`src/rtl/bcs_pkg.sv`:
```
package bcs_pkg;
    typedef enum logic [1:0] {
        S_IDLE  = 2'd0,
        S_FIXED = 2'd1,
        S_PAGE  = 2'd2
    } bcs_state_e;

    localparam int unsigned MAX_LOG = 3;             // longest fixed burst is 2**MAX_LOG
    localparam int unsigned LOG_W   = $clog2(MAX_LOG + 1);

    typedef struct packed {
        logic [LOG_W-1:0] len_log;   // log2 of fixed burst length
        logic             page;      // full-page burst
    } bcs_len_t;
endpackage

```
`src/rtl/bcs_len_decode.sv`:
```
module bcs_len_decode
    import bcs_pkg::*;
(
    input  logic [2:0] code_i,
    input  logic       is_write_i,
    input  logic       wr_single_i,
    output bcs_len_t   len_o
);
    always_comb begin
        len_o = '{len_log: '0, page: 1'b0};
        unique case (code_i)
            3'b001:  len_o.len_log = LOG_W'(1);
            3'b010:  len_o.len_log = LOG_W'(2);
            3'b011:  len_o.len_log = LOG_W'(3);
            3'b111:  len_o.page    = 1'b1;
            default: len_o.len_log = '0;   // 000 and reserved codes: one beat
        endcase
        if (is_write_i && wr_single_i) begin
            len_o = '{len_log: '0, page: 1'b0};
        end
    end
endmodule

```
`src/rtl/bcs_col_gen.sv`:
```
module bcs_col_gen
    import bcs_pkg::*;
#(
    parameter int unsigned COL_W = 10
) (
    input  logic [COL_W-1:0] base_i,
    input  logic [COL_W-1:0] beat_i,
    input  logic [LOG_W-1:0] len_log_i,
    input  logic             page_i,
    input  logic             ilv_i,
    output logic [COL_W-1:0] col_o
);
    logic [COL_W-1:0] mask;
    logic [COL_W-1:0] seq_low;
    logic [COL_W-1:0] ilv_low;

    always_comb begin
        mask    = (COL_W'(1) << len_log_i) - COL_W'(1);
        seq_low = (base_i + beat_i) & mask;
        ilv_low = (base_i ^ beat_i) & mask;
        if (page_i) begin
            col_o = base_i + beat_i;
        end else if (ilv_i) begin
            col_o = (base_i & ~mask) | ilv_low;
        end else begin
            col_o = (base_i & ~mask) | seq_low;
        end
    end
endmodule

```
`src/rtl/bcs_beat_fsm.sv`:
```
module bcs_beat_fsm
    import bcs_pkg::*;
#(
    parameter int unsigned COL_W = 10
) (
    input  logic             clk_i,
    input  logic             rst_ni,
    input  logic             start_i,
    input  logic             stop_i,
    input  logic [COL_W-1:0] start_col_i,
    input  bcs_len_t         len_i,
    input  logic             ilv_i,
    output bcs_state_e       state_o,
    output logic [COL_W-1:0] base_o,
    output logic [COL_W-1:0] beat_o,
    output logic [LOG_W-1:0] len_log_o,
    output logic             page_o,
    output logic             ilv_o,
    output logic             vld_o,
    output logic             last_o
);
    bcs_state_e       st_q, st_d;
    logic [COL_W-1:0] base_q, beat_q, beat_d;
    logic [LOG_W-1:0] log_q;
    logic             ilv_q;
    logic [COL_W-1:0] final_beat;
    logic             at_final;

    assign final_beat = (COL_W'(1) << log_q) - COL_W'(1);
    assign at_final   = (beat_q == final_beat);

    // next state
    always_comb begin
        st_d   = st_q;
        beat_d = beat_q;
        if (start_i) begin
            st_d   = len_i.page ? S_PAGE : S_FIXED;
            beat_d = '0;
        end else begin
            unique case (st_q)
                S_IDLE:  st_d = S_IDLE;
                S_FIXED: begin
                    if (stop_i || at_final) st_d = S_IDLE;
                    else                    beat_d = beat_q + COL_W'(1);
                end
                S_PAGE: begin
                    if (stop_i) st_d = S_IDLE;
                    else        beat_d = beat_q + COL_W'(1);
                end
                default: st_d = S_IDLE;
            endcase
        end
    end

    // state register
    always_ff @(posedge clk_i) begin
        if (!rst_ni) begin
            st_q   <= S_IDLE;
            beat_q <= '0;
            base_q <= '0;
            log_q  <= '0;
            ilv_q  <= 1'b0;
        end else begin
            st_q   <= st_d;
            beat_q <= beat_d;
            if (start_i) begin
                base_q <= start_col_i;
                log_q  <= len_i.page ? '0 : len_i.len_log;
                ilv_q  <= ilv_i && !len_i.page;
            end
        end
    end

    // outputs
    always_comb begin
        vld_o  = 1'b0;
        last_o = 1'b0;
        unique case (st_q)
            S_IDLE:  ;
            S_FIXED: begin vld_o = 1'b1; last_o = at_final; end
            S_PAGE:  vld_o = 1'b1;
            default: ;
        endcase
    end

    assign state_o   = st_q;
    assign base_o    = base_q;
    assign beat_o    = beat_q;
    assign len_log_o = log_q;
    assign page_o    = (st_q == S_PAGE);
    assign ilv_o     = ilv_q;

    // no final marker in full-page state
    a_r6_no_last_page: assert property (@(posedge clk_i) disable iff (!rst_ni)
        (st_q == S_PAGE) |-> !last_o);
    // stop without start empties the next cycle
    a_r8_stop_ends: assert property (@(posedge clk_i) disable iff (!rst_ni)
        (stop_i && !start_i) |=> (st_q == S_IDLE));
endmodule

```
`src/rtl/burst_col_seq.sv`:
```
module burst_col_seq
    import bcs_pkg::*;
#(
    parameter int unsigned COL_W = 10
) (
    input  logic             clk_i,
    input  logic             rst_ni,
    input  logic             start_i,
    input  logic [COL_W-1:0] start_col_i,
    input  logic [2:0]       bl_code_i,
    input  logic             interleave_i,
    input  logic             is_write_i,
    input  logic             wr_single_i,
    input  logic             stop_i,
    output logic [COL_W-1:0] col_o,
    output logic             beat_vld_o,
    output logic             last_o
);
    bcs_len_t         len_dec;
    bcs_state_e       state;
    logic [COL_W-1:0] base, beat;
    logic [LOG_W-1:0] len_log;
    logic             page, ilv;

    bcs_len_decode u_dec (
        .code_i      (bl_code_i),
        .is_write_i  (is_write_i),
        .wr_single_i (wr_single_i),
        .len_o       (len_dec)
    );

    bcs_beat_fsm #(.COL_W(COL_W)) u_fsm (
        .clk_i       (clk_i),
        .rst_ni      (rst_ni),
        .start_i     (start_i),
        .stop_i      (stop_i),
        .start_col_i (start_col_i),
        .len_i       (len_dec),
        .ilv_i       (interleave_i),
        .state_o     (state),
        .base_o      (base),
        .beat_o      (beat),
        .len_log_o   (len_log),
        .page_o      (page),
        .ilv_o       (ilv),
        .vld_o       (beat_vld_o),
        .last_o      (last_o)
    );

    bcs_col_gen #(.COL_W(COL_W)) u_col (
        .base_i    (base),
        .beat_i    (beat),
        .len_log_i (len_log),
        .page_i    (page),
        .ilv_i     (ilv),
        .col_o     (col_o)
    );

    // final marker only with a valid beat
    a_r6_last_needs_vld: assert property (@(posedge clk_i) disable iff (!rst_ni)
        last_o |-> beat_vld_o);
    // start shows its column next cycle
    a_r7_start_first: assert property (@(posedge clk_i) disable iff (!rst_ni)
        start_i |=> (beat_vld_o && col_o == $past(start_col_i)));
    // full page steps by one
    a_r5_page_step: assert property (@(posedge clk_i) disable iff (!rst_ni)
        (state == S_PAGE && !start_i && !stop_i) |=> (col_o == $past(col_o) + COL_W'(1)));
    // upper bits hold inside a fixed burst
    a_r3_upper_fixed: assert property (@(posedge clk_i) disable iff (!rst_ni)
        (state == S_FIXED && !last_o && !start_i && !stop_i) |=>
        (col_o[COL_W-1:MAX_LOG] == $past(col_o[COL_W-1:MAX_LOG])));
    // nothing valid out of reset
    a_r1_reset_quiet: assert property (@(posedge clk_i)
        !rst_ni |=> (!beat_vld_o && !last_o));
endmodule

```
`config.mk`:
```
export PLATFORM = sky130hd
export DESIGN_NAME = burst_col_seq
export DESIGN_NICKNAME = d
export VERILOG_FILES = /design/src/rtl/bcs_pkg.sv /design/src/rtl/bcs_len_decode.sv /design/src/rtl/bcs_col_gen.sv /design/src/rtl/bcs_beat_fsm.sv /design/src/rtl/burst_col_seq.sv
export SDC_FILE = /design/constraint.sdc
export NUM_CORES = 1
export LEC_CHECK = 0
export ABC_CLOCK_PERIOD_IN_PS = 5000
export CAP_MARGIN = 20
export CORE_AREA = 2 2 59 67
export DETAILED_ROUTE_END_ITERATION = 10
export DIE_AREA = 0 0 61 69
export PLACE_DENSITY = 0.94
export SYNTH_ARGS = -nofsm -noshare
export SYNTH_HDL_FRONTEND = slang
export SYNTH_SLANG_ARGS = --single-unit
```
`constraint.sdc`:
```
create_clock -name clk_i -period 5 [get_ports clk_i]
set_clock_uncertainty 0.1 [all_clocks]
set_input_delay 0.5 -clock clk_i [delete_from_list [all_inputs] [get_ports clk_i]]
set_output_delay 0.5 -clock clk_i [all_outputs]
set_load 0.03 [all_outputs]
```
**Word level (Yosys, flattened, before mapping)**

Cells that the tools add are included.

- $add $sub $neg: 3
- Equality and inequality tests: 11
- Shift operators: 1
- Multiplexer cells: 16
- Bitwise gates (word level): 8
- Reductions and logical operators: 9

Operators with widths:

| kind | number |
|---|---|
| $mux W10 | 4 |
| $and A10 B10 Y10 | 3 |
| $or A10 B10 Y10 | 2 |
| $pmux W10 S2 | 1 |
| $add A10 B1 Y10 const B | 1 |
| $add A10 B10 Y10 | 1 |
| $eq A10 B10 Y1 | 1 |
| $mux W2 | 5 |
| $not A10 Y10 | 1 |
| $shl A1 B2 Y10 const A | 1 |
| $sub A10 B2 Y10 const B | 1 |
| $xor A10 B10 Y10 | 1 |
| $eq A3 B2 Y1 const B | 2 |
| $pmux W2 S3 | 1 |
| $ne A2 B2 Y1 const B | 2 |
| $pmux W2 S2 | 1 |
| $reduce_or A2 Y1 | 2 |
| $eq A3 B1 Y1 const B | 1 |
| $eq A3 B3 Y1 const B | 1 |
| $mux W1 | 3 |
| $mux W3 | 1 |
| $ne A3 B2 Y1 const B | 1 |
| $ne A3 B3 Y1 const B | 1 |
| $reduce_and A3 Y1 | 1 |
| other kinds (8) | 9 |

- Register bits after elaboration: 25
- Input bits: 20
- Output and inout bits: 12
- Logic and storage cells: 53

**Longest topological paths before layout**

Gate-level depths: netlist of run 1.

- Depth in word-level cells: 7
- Depth in mapped cells: 9
- Mapped depth without buffers: 8

**Cells and area by module**

A second synthesis of run 1 with hierarchy kept.

- Cell total of the unflattened synthesis: 204
- Area total of the unflattened synthesis: 1,744.2 sq um

Modules (own cells, without submodules):

| module | instances | cells an instance | area an instance (sq um) | seq. area each (sq um) |
|---|---|---|---|---|
| bcs_beat_fsm | 1 | 129 | 1,174.9 | 500.5 |
| bcs_col_gen | 1 | 70 | 538.0 | 0.0 |
| bcs_len_decode | 1 | 5 | 31.3 | 0.0 |

**Worst setup path after synthesis of run 1**

No wires, ideal clock.

- Kind: reg2out
- Start: register u_fsm.beat_q[1] (netlist: u_fsm.beat_o[1])
- End: output port col_o[7]
- Arrival time: 2.151 ns
- Required time: 4.400 ns
- Slack: 2.249 ns
- Cell stages (with the launch flop): 7
- Buffers on the path: 0
- Cell sequence: dfxtp_1 ha_1 a211oi_1 o21ai_0 a31oi_1 nor3b_1 a211oi_1

- Cells in the longest elaborated chain, start to end: 5

RTL lines:

| element | line | RTL |
|---|---|---|
| from (decl) | bcs_beat_fsm.sv:23 | `logic [COL_W-1:0] base_q, beat_q, beat_d;` |
| from (signal assigned) | bcs_beat_fsm.sv:65 | `beat_q <= beat_d;` |
| $add A10 B10 Y10 (*) | bcs_col_gen.sv:19, bcs_col_gen.sv:22 |  |
| $and A10 B10 Y10 | bcs_col_gen.sv:19 | `seq_low = (base_i + beat_i) & mask;` |
| $or A10 B10 Y10 | bcs_col_gen.sv:26 | `col_o = (base_i & ~mask) \| seq_low;` |
| $mux W10 | bcs_col_gen.sv:23 | `end else if (ilv_i) begin` |
| $mux W10 (*) | bcs_col_gen.sv:21 | `if (page_i) begin` |
| to (decl) | burst_col_seq.sv:15 | `output logic [COL_W-1:0] col_o,` |

Mark *: on every way between the ends. The rest lies on a longest branch, timed or not.

**Final worst setup path of run 1**

- Start: register u_fsm.beat_q[0] (netlist: u_fsm.beat_o[0])
- End: output port col_o[8]

Same word-level chain as after synthesis.

==> results of run 1 <==
==> per-layer routing <==
metal	share of wire (%)	wire length (um)	global-route usage, %
met2	51	2310	38.6
met3	3.7	168	2.25
met4	1.2	53	4.83
met5	0	0	0
met1	45	2030	31.1
==> how the worst min path moves through the flow <==
stage,to,cells past startpoint,slack (ns),startpoint
global placement,u_fsm.state_o[1]$_SDFFE_PN0P_,2,0.37,u_fsm.state_o[1]$_SDFFE_PN0P_
global route,u_fsm.state_o[1]$_SDFFE_PN0P_,2,0.42,u_fsm.state_o[1]$_SDFFE_PN0P_
detailed placement,u_fsm.state_o[1]$_SDFFE_PN0P_,2,0.38,u_fsm.state_o[1]$_SDFFE_PN0P_
floorplan,u_fsm.state_o[1]$_SDFFE_PN0P_,2,0.35,u_fsm.state_o[1]$_SDFFE_PN0P_
CTS,u_fsm.state_o[1]$_SDFFE_PN0P_,2,0.39,u_fsm.state_o[1]$_SDFFE_PN0P_
finish,u_fsm.state_o[1]$_SDFFE_PN0P_,2,0.38,u_fsm.state_o[1]$_SDFFE_PN0P_
==> cells by family (layout without fill, tap and decap cells) <==
group | count (synthesis) | after routing | share of synthesized area, %
DFF | 25 | 25 | 25.4
muxes | 14 | 14 | 7.32
and+or+nand+nor | 91 | 91 | 27.1
AOI/OAI and AO/OA | 72 | 72 | 23.5
xor gates and xnor gates | 6 | 6 | 2.67
adders and majority gates | 15 | 15 | 9.92
buffers and inverters | 16 | 41 | 4.01
==> power groups by stage <==
stage	sequential [mW]	clock, mW	combinational, mW
2_1_floorplan	0.215	0	0.0685
3_3_place_gp	0.218	0	0.103
3_5_place_dp	0.218	0	0.106
4_1_cts	0.214	0.121	0.106
5_1_grt	0.215	0.130	0.116
6_report	0.214	0.121	0.106
==> sequential cells by signal (all words and copies together), names as in the netlist <==
name	cells
u_fsm.base_o	10
u_fsm.beat_o	10
u_fsm.len_log_o	2
u_fsm.state_o	2
u_fsm.ilv_o	1
==> worst min-delay path, cell delays in order (launching register included) <==
cell	delay, ns
dfxtp_1	0.34
nand2_1	0.06
o22ai_1	0.05
==> placed cells by master (no fill, tap or decap), types with 4 or more instances in the layout <==
| master | synthesis | routed |
|---|---|---|
| clkdlybuf4s50_1 | 0 | 31 |
| dfxtp_1 | 25 | 25 |
| a21oi_1 | 19 | 19 |
| o21ai_0 | 17 | 17 |
| nor2_1 | 16 | 16 |
| ha_1 | 14 | 14 |
| nand2_1 | 13 | 13 |
| nor2b_1 | 13 | 13 |
| mux2i_1 | 11 | 11 |
| nand2b_1 | 8 | 8 |
| inv_1 | 6 | 6 |
| a21o_1 | 6 | 6 |
| nand3_1 | 5 | 5 |
| nand4_1 | 5 | 5 |
| o22ai_1 | 4 | 4 |
| a211oi_1 | 4 | 4 |
| o31ai_1 | 4 | 4 |
| or3_2 | 4 | 4 |
==> final cells by class <==
cell class | instances | area [um2] | share of cell area, %
Timing Repair Buffer | 31 | 310 | 13.3
Sequential cell | 25 | 500 | 21.5
Clock buffer | 4 | 45.0 | 1.93
Tap cell | 50 | 62.6 | 2.69
Inverter | 6 | 22.5 | 0.967
Multi-Input combinational cell | 198 | 1390 | 59.6
==> impl_metrics.csv, run 1 <==
group,metric,value,unit
power,seqPwrFrac,48.4,%
clocking,numCtsBuffers,3,
clocking,root_buffer,"clkbuf_8",
critical_path,worstPathBufferInverterCount,1,
critical_path,worst-path-stages,8,
detailed_routing,drc,0,
logic_synthesis,syn_area,1970,um2
logic_synthesis,yosys.cell_types.count,50,
critical_path,cp.arrival,3.01,ns
detailed_routing,routed_via_density,5.98,
place,hpwl,3.49,mm
place,placed_cell_area,2280,um2
clocking,cts_tree,"done",
flow_run,max_cap_viol_count,0,
logic_synthesis,synth_edf_count,0,
clocking,clockBufferDepth,2,
clocking,clkTransAtPathRegs,0.09,ns
sta,finalSetupViolations,0,
detailed_routing,drt-wirelength-per-cell,14.5,um
finish,nNetsFinal,300,
clocking,hold_buffers,0,
grt,grt_overflow,0,
logic_synthesis,ys_seq_area_share,25.4,%
sta,hold_slack,0.384,ns
detailed_routing,drt-initial-drc-count,77,
critical_path,critPathMaxStageDelay,0.59,ns
finish,diodes,0,
sta,finalCritPeriodShare,72.2,%
finish,n_fill_cell,310,
floorplan,die_w,61,um
clocking,ctsResizeCount,0,
critical_path,reg2reg_to,"u_fsm.beat_o[5]$_SDFFE_PP0P_",
critical_path,rrSetupSlack,2.36,ns
critical_path,crit_type,"register to output port",
logic_synthesis,syn_nets,274,
critical_path,path_max_fanout,8,
logic_synthesis,synthTopCellsByCount,"dfxtp_1 (25), a21oi_1 (19), o21ai_0 (17)",
sta,worst_slack,1.39,ns
power,leakage,0.923,nW
sta,rsz0062_at_grt,"no",
finish,drive_gt1_share,7.95,%
min_path,hold_path.class,"register to register",
clocking,cts-htree-levels,1,
floorplan,rows,23,
floorplan,core_area,3540,um2
floorplan,dieArea,4210,um2
clocking,cts_setup_buffers,0,
logic_synthesis,async_flop_share,0,%
logic_synthesis,yosysWarnings,0,
power,pwr-share-comb,24.1,%
detailed_routing,vias,1877,
finish,final_util,65.8,%
logic_synthesis,synth_top_area_share,25.4,%
logic_synthesis,syn_avg_cell_area,8.23,um2
power,p_per_area,190,nW/um2
detailed_routing,wirelength,4.57,mm
logic_synthesis,synth_seq_cells,25,
detailed_routing,ant_nets,0,
grt,grt_start_max_net_pins,25,
critical_path,startpoint,"u_fsm.beat_o[0]$_SDFFE_PP0P_",
floorplan,start_util,55.6,%
place,place_ws,1.74,ns
floorplan,io_pins,32,
detailed_routing,first_pass_iters,4,
grt,grt_pass1_vias,1796,
power,swShare,28.7,%
grt,grt_util_all_layers,22.9,%
sta,worstMarginPinSlew,0.954,ns
logic_synthesis,synth.most_common_cell,"dfxtp_1",
place,place_inst,310,
sta,hold_violations,0,
finish,instances_no_fill,314,
sta,fmax,0.277,GHz
finish,final_cell_area,2330,um2
place,io_buffer_count,31,
floorplan,die_y,69,um
logic_synthesis,netlist_instances,239,
power,p_clk_share,27.5,%
outcome,outcome,"completed",
critical_path,worst_setup_path_start_kind,"register",
grt,antenna_found_initial,0,
power,cell_internal_pwr,315,uW
finish,syn2layout_area_growth,18.4,%
sta,finalMaxSlewViolations,0,
critical_path,crit_path_end,"col_o[8]",
critical_path,worst_setup_path_end_kind,"output port",
critical_path,critPathMostFrequentCell,"a21o_1",
critical_path,cp_top_family,"adder cells",
critical_path,reg2reg_from,"u_fsm.state_o[0]$_SDFFE_PN0P_",
critical_path,crit_chain,"ha_1, fa_1, a21o_1, a21o_1, and2_1, o22ai_1, mux2_2, clkdlybuf4s50_1",
power,total_power,441,uW
power,peakVddDrop,0.164,mV
clocking,clkSinkCount,25,
power,p_sw,126,uW
logic_synthesis,synth.largest_area_cell,"dfxtp_1",
critical_path,required,4.40,ns
sta,tns,0,ns
critical_path,rr_worst_depth,7,
grt,grt_pass1_wl,7.76,mm
logic_synthesis,synth.area.top_cells,"dfxtp_1 (25%), ha_1 (8.9%), mux2i_1 (5.6%)",
logic_synthesis,ys.flop_type,"dfxtp_1",
clocking,clk_latency,0.27,ns
sta,max_slew_margin,36.2,%
sta,min_period,3.61,ns
place,gp_congestion,0.886,
critical_path,slowest_stage,"clkdlybuf4s50_1",
(Power assumes the default switching activity.)
==> inputs of run 2 (changes only) <==
ABC_CLOCK_PERIOD_IN_PS = 3000   (was 5000)
CORE_AREA = 2 2 65 73   (was 2 2 59 67)
DIE_AREA = 0 0 67 75   (was 0 0 61 69)
PLACE_DENSITY = 0.84   (was 0.94)
clock period = 3 ns   (was 5 ns; I/O delays follow)
==> impl_metrics.csv, run 2 (synthesized netlist as in run 1, its figures left out) <==
group,metric,value,unit
finish,mostFrequentLayoutCells,"dfxtp_1 (25), clkdlybuf4s50_1 (24), a21oi_1 (19)",
clocking,numCtsBuffers,3,
place,hpwl,3.54,mm
critical_path,worst_setup_path_start_kind,"register",
place,placed_cell_area,2330,um2
sta,worst_slack,0.0485,ns
detailed_routing,drt-initial-drc-count,145,
floorplan,io_pins,32,
finish,n_fill_cell,424,
sta,tns,0,ns
critical_path,path_max_fanout,3,
detailed_routing,drt-wirelength-per-cell,14.4,um
grt,grt_pass1_vias,1771,
sta,min_period,2.95,ns
detailed_routing,wirelength,4.66,mm
power,peakVddDrop,0.212,mV
finish,final_cell_area,2370,um2
finish,register_area,500,um2
sta,rsz0062_at_grt,"yes",
power,leakage,0.982,nW
place,gp_congestion,0.906,
detailed_routing,ant_nets,0,
floorplan,core_area,4250,um2
critical_path,crit_chain,"ha_1, fa_2, a21o_1, a21o_1, and2_1, o22ai_1, mux2_2, clkdlybuf4s15_2",
critical_path,slowest_stage,"fa_2",
finish,final_util,55.7,%
sta,worstMarginPinSlew,0.504,ns
place,place_ws,0.0171,ns
finish,nNetsFinal,306,
outcome,outcome,"completed",
detailed_routing,first_pass_iters,5,
finish,multi_input_area,1390,um2
grt,grt_util_all_layers,20.2,%
sta,max_slew_margin,66.3,%
finish,syn2layout_area_growth,20.5,%
finish,final_common_cell,"dfxtp_1",
flow_run,max_cap_viol_count,0,
clocking,clockBufferDepth,2,
power,total_power,733,uW
floorplan,dieArea,5030,um2
clocking,root_buffer,"clkbuf_8",
sta,fmax,0.339,GHz
place,io_buffer_count,31,
clocking,cts_setup_buffers,0,
finish,diodes,0,
min_path,hold_path.class,"register to register",
detailed_routing,drc,0,
clocking,clk_latency,0.27,ns
sta,hold_violations,0,
floorplan,start_util,46.2,%
critical_path,critPathMostFrequentCell,"a21o_1",
clocking,cts-htree-levels,1,
critical_path,required,2.60,ns
grt,grt_pass1_wl,7.88,mm
detailed_routing,vias,1866,
grt,grt_overflow,0,
clocking,hold_buffers,0,
critical_path,rrSetupSlack,0.57,ns
critical_path,worst_setup_path_end_kind,"output port",
critical_path,crit_type,"register to output port",
clocking,clkTransAtPathRegs,0.09,ns
clocking,ctsResizeCount,10,
clocking,clkSinkCount,25,
critical_path,cp.arrival,2.55,ns
critical_path,critPathMaxStageDelay,0.37,ns
grt,antenna_found_initial,0,
power,p_per_area,309,nW/um2
sta,finalMaxSlewViolations,0,
clocking,cts_tree,"done",
finish,drive_gt1_share,12.6,%
floorplan,rows,25,
detailed_routing,routed_via_density,5.76,
grt,grt_start_max_net_pins,21,
floorplan,die_w,67,um
sta,finalCritPeriodShare,98.4,%
floorplan,die_y,75,um
sta,finalSetupViolations,0,
run 2: routing by layer:
layer  part of all wire [%]  vias to the layer above  routed length, um  GRT usage (%)
met3                    5.2                        7                241           2.24
met1                     47                      842               2170           26.9
met2                     47                       68               2170           34.2
li1                       -                      949                  -              -
met4                    1.8                        0                 84           6.35
met5                      0                        -                  0              0
run 2: area by class of cell:
type / instances / share of cell area [%]
Inverter: 6 / 0.950
Multi-Input combinational cell: 198 / 58.7
Sequential cell: 25 / 21.1
Tap cell: 54 / 2.85
Timing Repair Buffer: 37 / 14.4
Clock inverter: 1 / 0.211
Clock buffer: 3 / 1.74
run 2: worst max-delay path: cells and delay by family (launching register included):
family	cells	cell delay (ns)
mux	1	0.35
flops	1	0.33
buf+inv	1	0.28
simple gates	1	0.17
fa+ha+maj	2	0.62
compound gates	3	0.52
run 2: path summary, 6_finish.rpt:
kind,from,endpoint,cells after the start
max,u_fsm.base_o[0]$_SDFFE_PN0P_,col_o[8],8
min,u_fsm.state_o[1]$_SDFFE_PN0P_,u_fsm.state_o[1]$_SDFFE_PN0P_,2
max reg2reg,u_fsm.state_o[0]$_SDFFE_PN0P_,u_fsm.beat_o[9]$_SDFFE_PP0P_,8
min reg2reg,u_fsm.state_o[1]$_SDFFE_PN0P_,u_fsm.state_o[1]$_SDFFE_PN0P_,2
run 2: per-stage QoR:
| step | hold slack [ns] | instances |
|---|---|---|
| after floorplan | 0.328 | 239 |
| after global placement | 0.370 | 320 |
| after detailed placement | 0.385 | 320 |
| after CTS | 0.397 | 324 |
| after global routing | 0.414 | 324 |
| final | 0.393 | 324 |
run 2: power by group:
group / total [mW] / leakage (nW) / switching, mW / internal, mW
clock: 0.204 / 0.0255 / 0.111 / 0.0932
combinational: 0.175 / 0.752 / 0.0907 / 0.0838
sequential: 0.355 / 0.204 / 0.0125 / 0.343
